### src/rtl/pdat_pkg.sv
package pdat_pkg;
    parameter int unsigned PIN_W  = 16;
    parameter int unsigned LANE_W = 8;

    typedef struct packed {
        logic [PIN_W-1:0] data;
    } reg_state_t;
endpackage

### src/rtl/pdat_sync.sv
module pdat_sync #(
    parameter int unsigned W = 16
) (
    input  logic         clk,
    input  logic         por_n,
    input  logic         clr,
    input  logic [W-1:0] d,
    output logic [W-1:0] q
);
    typedef struct packed {
        logic [W-1:0] s1;
        logic [W-1:0] s2;
    } sync_t;

    sync_t st_d, st_q;

    always_comb begin
        st_d = st_q;
        if (clr) begin
            st_d.s1 = '0;
            st_d.s2 = '0;
        end else begin
            st_d.s1 = d;
            st_d.s2 = st_q.s1;
        end
    end

    always_ff @(posedge clk or negedge por_n) begin
        if (!por_n) st_q <= '0;
        else        st_q <= st_d;
    end

    assign q = st_q.s2;
endmodule

### src/rtl/pdat_rdmux.sv
module pdat_rdmux #(
    parameter int unsigned W = 16
) (
    input  logic [W-1:0] stored,
    input  logic [W-1:0] pin_sync,
    input  logic [W-1:0] dir,
    input  logic [W-1:0] gp_mode,
    output logic [W-1:0] rd,
    output logic [W-1:0] oe,
    output logic [W-1:0] drv
);
    for (genvar i = 0; i < W; i++) begin : g_pin
        always_comb begin
            if (dir[i])          rd[i] = stored[i];
            else if (gp_mode[i]) rd[i] = pin_sync[i];
            else                 rd[i] = 1'b0;
            oe[i]  = dir[i] & gp_mode[i];
            drv[i] = oe[i] ? stored[i] : 1'b0;
        end
    end
endmodule

### src/rtl/pdat_port.sv
module pdat_port #(
    parameter int unsigned W      = pdat_pkg::PIN_W,
    parameter int unsigned LANE_W = pdat_pkg::LANE_W
) (
    input  logic                     clk,
    input  logic                     por_n,
    input  logic                     wdt_rst,
    input  logic                     bus_sel,
    input  logic                     bus_wr,
    input  logic [W/LANE_W-1:0]      bus_be,
    input  logic [W-1:0]             bus_wdata,
    output logic [W-1:0]             bus_rdata,
    input  logic [W-1:0]             dir,
    input  logic [W-1:0]             gp_mode,
    input  logic [W-1:0]             pin_in,
    output logic [W-1:0]             pin_out,
    output logic [W-1:0]             pin_oe
);
    localparam int unsigned LANES = W / LANE_W;

    logic [W-1:0] data_d, data_q;
    logic [W-1:0] pin_sync;
    logic [W-1:0] lane_mask;
    logic         wr_hit;

    assign wr_hit = bus_sel & bus_wr;

    for (genvar l = 0; l < LANES; l++) begin : g_lane
        assign lane_mask[l*LANE_W +: LANE_W] = {LANE_W{bus_be[l]}};
    end

    always_comb begin
        data_d = data_q;
        if (wr_hit)
            data_d = (data_q & ~lane_mask) | (bus_wdata & lane_mask);
    end

    always_ff @(posedge clk or negedge por_n) begin
        if (!por_n) data_q <= '0;
        else        data_q <= data_d;
    end

    pdat_sync #(.W(W)) u_sync (
        .clk   (clk),
        .por_n (por_n),
        .clr   (wdt_rst),
        .d     (pin_in),
        .q     (pin_sync)
    );

    pdat_rdmux #(.W(W)) u_rdmux (
        .stored   (data_q),
        .pin_sync (pin_sync),
        .dir      (dir),
        .gp_mode  (gp_mode),
        .rd       (bus_rdata),
        .oe       (pin_oe),
        .drv      (pin_out)
    );
endmodule

### config.mk
export PLATFORM = sky130hd
export DESIGN_NAME = pdat_port
export DESIGN_NICKNAME = d
export VERILOG_FILES = /design/src/rtl/pdat_pkg.sv /design/src/rtl/pdat_sync.sv /design/src/rtl/pdat_rdmux.sv /design/src/rtl/pdat_port.sv
export SDC_FILE = /design/constraint.sdc
export NUM_CORES = 1
export LEC_CHECK = 0
export BUFFER_PORTS_ARGS = -buffer_cell sky130_fd_sc_hd__buf_2
export CAP_MARGIN = 30
export CORE_MARGIN = 2
export CORE_UTILIZATION = 43
export CTS_CLUSTER_SIZE = 25
export DETAILED_ROUTE_END_ITERATION = 7
export PLACE_DENSITY = 0.77
export SETUP_SLACK_MARGIN = 0.02
export SLEW_MARGIN = 20
export SYNTH_ARGS = -nofsm -noshare
export SYNTH_HDL_FRONTEND = slang
export SYNTH_SLANG_ARGS = --single-unit
### constraint.sdc
create_clock -name clk -period 0.8 [get_ports clk]
set_input_delay 0.24 -clock clk [delete_from_list [all_inputs] [get_ports clk]]
set_output_delay 0.24 -clock clk [all_outputs]
set_load 0.02 [all_outputs]
==> results.md, run 1 <==
- Final Non-Filler Cells: between 300 and 400
- Setup Skew: around 6.4 ps
- Final Hold Viols: 0
- Max_cap viols: 0
- Commonest non-fill, non-tap cell in the layout: buf_6
- Final wirelength: 7003 µm
- # nets final: 385
- Vias/cell: ~5.2
- WHS: around 150 ps
- Clock power share: a little over a quarter
- Fin util: between 80% and 90%
- Violated checks: setup timing
- Clk slew on worst S/H paths: 90 ps
- IO Port Bufs: ~120
- Layout area overhead: 92.15%
- Grt ovf: 0
- Worst Setup Path Type: flop to output port
- Global-route wire length before repair: ~9400 µm
- Worst-Skew Late Latency: about 300 ps
- DPL Wire Length: 3704 µm
- Seq pwr share: between 40% and 50%
- Crit end category: output port
- Register area share after synthesis: between 50 and 60%
- Initial Util: 45.55%
- I/O pin count: 119
- Core area: 0.004444 mm²
- Drc violations: 0
- Row count: 24
- Largest net degree at the start of global routing: 30
- Max Freq: 764.1 MHz
- Slew Viols, Final: 0
- CP Max Fanout: 3
- Worst Tran Pin Value: just over 200 ps
- Final worst slack: -508.8 ps
- DRT iter0 DRCs: 89
- Initial antenna violation count: 0
- CP required: 560 ps
- Placed insts: about 350
- P_leak: ~0.0019 µW
- ANT cells: 0
- Synth top area cells: dfrtp_1 59%, mux2_2 8.9%, nor2b_1 7.1%
- Yosys top cell area share: 59.33%
- HP Class: primary input to flop
- H-tree depth: 2
- Cells after synthesis: 181
- Power per cell area: between 1500 and 2000 mW/mm²
- Gate power share: between 30% and 40%
- Cell taking the most area after synthesis: dfrtp_1
- Fill cell count: 181
- Setup Viol. Count Final: between 50 and 60
- Worst Path Arrival: roughly 1100 ps
- RSZ-0062 raised after global routing: true
- GRT Total Usage: a little under a quarter
- Clock root buffer: clkbuf_8
- DR WL/cell: about 19 µm
- Most frequent cells in the layout: 77 x buf_6, 48 x dfrtp_1, 38 x buf_2
- P_int: 4997 µW
- Syn avg cell area: approximately 11 µm²
- CP Launch Type: flop
- Synth unique cells: 10
- Width of the die: between 70 and 80 µm
- Final antenna-violating net count: 0
- Fraction of layout cells with a size suffix above 1: between 70% and 80%
- Vias in the first global route: ~2,000
- Net Sw Frac: 27.48%
- DRT Pass-1 Iters: 4
- Mapped Area: between 0.002 and 0.0025 mm²
- DIE AREA: approximately 0.0053 mm²
- VDD IR max: 1414 µV
- Period minus WS final: between 1000 and 1500 ps
- Yosys reg bits: 48
- Status: finished with violations
- Max_slew headroom: 86.59%
- Net Count, Synth: 252
- NetSw: approximately 1900 µW
- CTS max path bufs: 2
- Crit share post-route: 163.6%
- Clock sinks: 48
- Routability cong.: around 0.72
- Number of synthesis warnings: 0
- CTS tree: done
- Vias: 1,904
- Num CTS Buffers: 5
- Chip height: between 70 and 80 µm
## kinds of logic after synthesis
group	Yosys count	share of synthesized area (%)
buffers and inverters	3	0.5562
AOI/OAI and AO/OA	16	3.956
and+or+nand+nor	98	27.26
DFF	48	59.33
muxes	16	8.900
## layer usage
| layer | share of wire, % | GRT usage [%] | wire [µm] |
|---|---|---|---|
| met3 | 4.3 | 4.144 | 304 |
| met2 | 61 | 48.28 | 4278 |
| met5 | 0 | 0 | 0 |
| met1 | 32 | 22.64 | 2227 |
| met4 | 2.7 | 10.70 | 192 |
## final timing paths
check                                      from         endpoint  slack [ps]  cells after the start
worst max-delay path                       flop      pin_out[10]        -510                      2
worst min-delay path                  pin_in[0]  u_sync.st_q[16]         150                      2
worst max register to register             flop             flop        -150                      2
worst min register to register  u_sync.st_q[16]      u_sync.q[0]         460                      1
max in group asynchronous                 por_n        async pin         120                      3
min in group asynchronous                 por_n      u_sync.q[2]         310                      2
## worst max-delay path: stages (launching register included)
cell	delay, ps
dfrtp_1	430
and3_4	220
buf_6	110
## per-stage QoR
stage / setup TNS, ps / setup WS (ps) / power, µW / instance area [µm²]
floorplan: 0 / 0.5812 / 3647 / 2303
global placement: -9320 / -200.5 / 4198 / 3012
detailed placement: -10090 / -223.1 / 4258 / 3012
CTS: -14800 / -449.1 / 6648 / 3770
global route: -17850 / -556.3 / 7168 / 3890
finish: -16240 / -508.8 / 6891 / 3890
## layout make-up
type / instances / area [µm²] / area share [%]
flip-flops and latches: 48 / 1201 / 30.88
clock inverters: 1 / 30.03 / 0.7720
repair buffers: 129 / 1262 / 32.45
well taps: 52 / 65.06 / 1.673
multi-input cells: 130 / 1235 / 31.75
clock buffers: 7 / 96.34 / 2.477
## Yosys cell counts
library cell and count:
nand3_2 2, nand2_1 32, and3_1 16, dfrtp_1 48, and2b_1 9, mux2_2 16
and2_1 16, o21ai_0 16, nor2b_1 23, clkbuf_1 3
## power by group through the flow
stage | logic [µW] | clock network, µW | registers (µW)
after detailed placement | 1410 | 0 | 2850
after global placement | 1370 | 0 | 2830
final | 2150 | 1880 | 2860
after CTS | 1930 | 1900 | 2820
after floorplan | 856 | 0 | 2790
after global routing | 2270 | 2010 | 2890
## what timing repair did
action                                  CTS  global route
endpoints found under the setup margin   58            80
hold endpoints to repair                 32             0
hold buffers                              1             0
pin swaps                                31             3
gates resized for setup                 184            25
buffers inserted                          2             4
Note: power is estimated with default switching activity, not from simulation.
==> run 2: changes to the inputs <==
--- a/config.mk
+++ b/config.mk
@@ -6,7 +6,6 @@
 export NUM_CORES = 1
 export LEC_CHECK = 0
 export BUFFER_PORTS_ARGS = -buffer_cell sky130_fd_sc_hd__buf_2
-export CAP_MARGIN = 30
 export CORE_MARGIN = 2
 export CORE_UTILIZATION = 43
 export CTS_CLUSTER_SIZE = 25
==> constraint.sdc (replaced) <==
create_clock -name clk -period 0.8 [get_ports clk]
set_input_delay 0.08 -clock clk [delete_from_list [all_inputs] [get_ports clk]]
set_output_delay 0.08 -clock clk [all_outputs]
set_load 0.02 [all_outputs]
==> run 2 against run 1 <==
Against the previous run: the flow still finishes with violations (setup timing); clock skew down 5.1 ps; final area down 19%; cell count up 1.4%; non-clock buffer count up 5; total power down 17%; wire length down 34%; highest routed layer unchanged.
==> results.md, run 2 (synthesized netlist as in run 1, its figures left out) <==
- Global Route met1 Usage: 18.06%
- DR WL/cell: between 10 and 15 µm
- Placed insts: 350
- Commonest non-fill, non-tap cell in the layout: buf_2
- RSZ-0062 raised after global routing: true
- Fin Setup TNS: -8286 ps
- Fraction of layout cells with a size suffix above 1: about 50%
- CTS max path bufs: 2
- Grt ovf: 0
- Final antenna-violating net count: 0
- Net Sw Frac: a little over a quarter
- Worst path cell trace: and3_4 > buf_6
- Global-route wire length before repair: between 7000 and 8000 µm
- Setup Viol. Count Final: 37
- Crit share post-route: 134.0%
- Seq pwr share: 48.7%
- HP Class: primary input to flop
- P_leak: 0.001686 µW
- Row count: 24
- P_int: between 4000 and 5000 µW
- Vias: between 1,500 and 2,000
- Status: finished with violations
- Clock sinks: 48
- Total Power: 5721 µW
- IO Port Bufs: 118
- Chip height: between 70 and 80 µm
- CP Launch Type: flop
- Clk slew on worst S/H paths: 80 ps
- Gate power share: 26.6%
- CP Max Fanout: 3
- GRT Total Usage: 17.99%
- VDD IR max: roughly 1200 µV
- Width of the die: between 70 and 80 µm
- Worst Path Arrival: 990 ps
- Largest net degree at the start of global routing: just under 50
- Crit end category: output port
- Final wirelength: approximately 4600 µm
- CP required: 720 ps
- Layout area overhead: 56.37%
- # nets final: 390
- Most frequent cells in the layout: 86 x buf_2, 48 x dfrtp_1, 32 x nand2_1
- Clock root buffer: clkbuf_8
- Worst-Skew Late Latency: approximately 280 ps
- DRT Pass-1 Iters: 4
- Max_cap viols: 0
- CP Buf/Inv Count: 1
- Vias in the first global route: approximately 1,800
- Vias/cell: approximately 4.7
- Power per cell area: approximately 1800 mW/mm²
- CTS tree: done
- DPL Wire Length: approximately 3100 µm
- Initial antenna violation count: 0
- ANT cells: 0
- Setup Skew: 1.254 ps
- DRT iter0 DRCs: 56
- Max Freq: slightly above 900 MHz
- NetSw: roughly 1500 µW
- Routability cong.: 0.7108
- I/O pin count: roughly 120
- DIE AREA: 0.005273 mm²
- Period minus WS final: roughly 1100 ps
- Worst Tran Pin Value: 303.5 ps
- Clock power share: between 20 and 25%
- Core area: roughly 0.0044 mm²
- GR Layer Usage met2: a little over a third
- Num CTS Buffers: 5
- H-tree depth: 2
- Max_slew headroom: roughly four fifths
- Critical-path top delay cell: dfrtp_1
- Drc violations: 0
- Grt peak-use layer: met2
- Initial Util: a little under half
- Slew Viols, Final: 0
- Met3 Resource Use GR: under 10%
- Crit-path leading delay family: flip-flops
- Final Non-Filler Cells: about 370
- Final worst slack: -272.0 ps
- Worst Setup Path Type: flop to output port
- Final Hold Viols: 0
- Slowest stage delay, CP: roughly 400 ps
- Violated checks: setup timing
==> run 2: changes by cell type in the layout (fill, tap and decap cells not counted), sizes merged <==
| cell | delta |
|---|---|
| clkbuf | +1 |
| buf | -3 |
| bufinv | -1 |
| dlygate4sd3 | +8 |
==> run 2: per-layer routing <==
| metal | vias to the layer above | share of wire [%] |
|---|---|---|
| met5 | - | 0 |
| met4 | 0 | 0.63 |
| met3 | 5 | 6.4 |
| met2 | 68 | 56 |
| met1 | 817 | 37 |
| li1 | 872 | - |
==> run 2: area by class of cell <==
class	instances	area, µm²
fill	337	1279
sequential	48	1201
multi-input combinational	130	907.1
timing repair buffer	134	902.1
clock buffer	8	90.09
tap	52	65.06
==> run 2: power by group through the flow <==
stage | combinational, µW | sequential (µW) | clock, µW
6_report | 1520 | 2790 | 1410
5_1_grt | 1640 | 2820 | 1530
4_1_cts | 1430 | 2780 | 1480
3_5_place_dp | 1160 | 2820 | 0
3_3_place_gp | 1130 | 2810 | 0
2_1_floorplan | 662 | 2780 | 0
==> run 2: repair_timing <==
| item | CTS | global route |
|---|---|---|
| endpoints found under the hold margin | 56 | 0 |
| resized for setup | 57 | 14 |
| setup endpoints to repair | 36 | 48 |
| hold buffers | 9 | 0 |
| pin swaps | 29 | 4 |
| setup buffers | 3 | 3 |
==> run 2: path summary, 6_finish.rpt <==
| path | start | endpoint | slack [ps] | cells past startpoint |
|---|---|---|---|---|
| worst min-delay path | pin_in[5] | u_sync.st_q[21] | 10 | 2 |
| max in group asynchronous | por_n | u_sync.q[13] | 300 | 3 |
| worst max-delay path | flop | pin_out[4] | -270 | 2 |
| min in group asynchronous | por_n | u_sync.q[3] | 290 | 3 |
| worst min register to register | u_sync.st_q[18] | u_sync.q[2] | 460 | 1 |
| worst max register to register | flop | flop | -110 | 2 |
==> run 2: per-stage QoR <==
step           setup WS, ps  hold slack, ps  utilization, %  area, µm²
2_1_floorplan         52.36          -215.6               -       2024
3_3_place_gp         -91.12           80.16           60.95       2709
3_5_place_dp         -108.1           79.89           60.95       2709
4_1_cts              -273.9           3.437           69.62       3094
5_1_grt              -318.7           8.242           71.23       3166
6_report             -272.0           11.43           71.23       3166
==> run 3: changes to the inputs <==
--- a/config.mk
+++ b/config.mk
@@ -6,11 +6,10 @@
 export NUM_CORES = 1
 export LEC_CHECK = 0
 export BUFFER_PORTS_ARGS = -buffer_cell sky130_fd_sc_hd__buf_2
-export CORE_MARGIN = 2
-export CORE_UTILIZATION = 43
+export CORE_UTILIZATION = 30
 export CTS_CLUSTER_SIZE = 25
 export DETAILED_ROUTE_END_ITERATION = 7
-export PLACE_DENSITY = 0.77
+export PLACE_DENSITY = 0.57
 export SETUP_SLACK_MARGIN = 0.02
 export SLEW_MARGIN = 20
 export SYNTH_ARGS = -nofsm -noshare
==> run 3 against run 2 <==
Against the previous run: the run ends with DRC, setup timing left; clock power is 19% higher; critical path depth unchanged; die area up 34%; via count grew 0.57%; final area up 3.4%; largest power group unchanged.
==> results.md, run 3 (synthesized netlist as in run 1, its figures left out) <==
- CP Max Fanout: 3
- P_int: 4432 µW
- HP Class: primary input to flop
- Most frequent cells in the layout: 86 x buf_2, 48 x dfrtp_1, 31 x nand2_1
- RSZ-0062 raised after global routing: true
- CTS max path bufs: 2
- VDD IR max: between 1000 and 1500 µV
- Worst Path Arrival: 990 ps
- Final antenna-violating net count: 0
- Fin util: approximately half
- Clk slew on worst S/H paths: approximately 90 ps
- DPL Wire Length: 3165 µm
- Setup Skew: between 8 and 9 ps
- Crit share post-route: 133.2%
- Period minus WS final: 1065 ps
- Slew Viols, Final: 0
- Final Hold Viols: 0
- Layout area overhead: 61.74%
- Status: finished with violations
- Width of the die: between 80 and 90 µm
- Power per cell area: about 1800 mW/mm²
- DR WL/cell: around 11 µm
- Gate power share: about a quarter
- # nets final: between 300 and 400
- Final worst slack: -265.5 ps
- I/O pin count: between 100 and 150
- Max_cap viols: 0
- Setup Viol. Count Final: 35
- Seq pwr share: between 40% and 50%
- Net Sw Frac: between 20% and 30%
- ANT cells: 0
- CTS tree: done
- Vias in the first global route: 1,763
- Core area: ~0.0064 mm²
- Drc violations: 21
- Vias: ~1,800
- Max Freq: ~940 MHz
- Clock root buffer: clkbuf_8
- Total Power: 6002 µW
- Clock power share: between 20% and 30%
- Worst-Skew Late Latency: 290 ps
- GRT Total Usage: between 10% and 20%
- Max_slew headroom: between 70% and 80%
- NetSw: around 1600 µW
- DRT iter0 DRCs: 64
- Initial antenna violation count: 0
- Violated checks: DRC, setup timing
- Largest net degree at the start of global routing: a little under 50
- Commonest non-fill, non-tap cell in the layout: buf_2
- Num CTS Buffers: 5
- Worst Tran Pin Value: 318.4 ps
- WHS: around 8.5 ps
- Initial Util: approximately a third
- H-tree depth: 2
- Row count: 29
- Fraction of layout cells with a size suffix above 1: a little over half
- DRT Pass-1 Iters: 6
- CP required: slightly above 700 ps
- CP Launch Type: flop
- Clock sinks: 48
- IO Port Bufs: 118
- Chip height: 84.15 µm
- Global-route wire length before repair: approximately 7300 µm
- Grt ovf: 0
- DIE AREA: around 0.007 mm²
- Routability cong.: 0.6587
- Final wirelength: roughly 4400 µm
- Vias/cell: 4.452
- Worst Setup Path Type: flop to output port
- P_leak: 0.001701 µW
- Crit end category: output port
- Final Non-Filler Cells: approximately 400
- Placed insts: 375
[run 3: changes by cell type in the layout (fill, tap and decap cells not counted), moves of 2 or more]
cell and delta:
o21ai_1 -2, buf_4 -5, o21ai_2 +2, and3_4 +5, buf_6 +3, and3_1 -5, dlygate4sd3_1 +2
[run 3: final timing paths]
path                                  from         endpoint  slack [ps]  cells past startpoint
max                                   flop       pin_out[5]        -270                      2
min                              pin_in[1]  u_sync.st_q[17]           9                      2
min reg2reg                u_sync.st_q[23]      u_sync.q[7]         460                      1
max reg2reg                           flop             flop        -110                      2
max in group asynchronous            por_n  u_sync.st_q[23]         280                      3
min in group asynchronous            por_n     u_sync.q[13]         280                      3
[run 3: power by group through the flow]
stage,Sequential [µW],Combinational [µW],Clock (µW)
floorplan,2780,662,0
global placement,2810,1140,0
detailed placement,2820,1170,0
CTS,2770,1380,1770
global route,2810,1660,1860
finish,2780,1530,1680
[run 3: area by class of cell]
type,instances,area (µm²)
timing repair buffer,135,930.9
clock inverter,2,35.03
fill,588,3148
tap,77,96.34
clock buffer,6,72.57
multi-input combinational,130,938.4
sequential,48,1201
[run 3: per-stage QoR]
| step | worst slack [ps] | TNS, ps | area [µm²] |
|---|---|---|---|
| floorplan | 52.36 | 0 | 2024 |
| global placement | -100.0 | -1477 | 2740 |
| detailed placement | -123.6 | -1731 | 2740 |
| CTS | -278.6 | -8418 | 3127 |
| global route | -324.6 | -9999 | 3274 |
| finish | -265.5 | -8159 | 3274 |
[run 3: repair_timing]
| action | 4_1_cts | 5_1_grt |
|---|---|---|
| setup endpoints to repair | 33 | 47 |
| setup buffers | 0 | 3 |
| endpoints found under the hold margin | 57 | 2 |
| gates resized for setup | 56 | 26 |
| hold buffers | 10 | 2 |
| pin swaps | 31 | 3 |
[run 3: worst max-delay path, cell delays in order (launching register included)]
cell and delay [ps]:
dfrtp_1 410, and3_4 160, buf_6 120
[run 3: per-layer routing]
metal / global-route usage, % / part of all wire (%) / vias to the layer above
li1: - / - / 879
met1: 13.33 / 39 / 824
met2: 24.52 / 53 / 64
met3: 3.441 / 7.8 / 5
met4: 4.702 / 0.91 / 0
met5: 0 / 0 / -
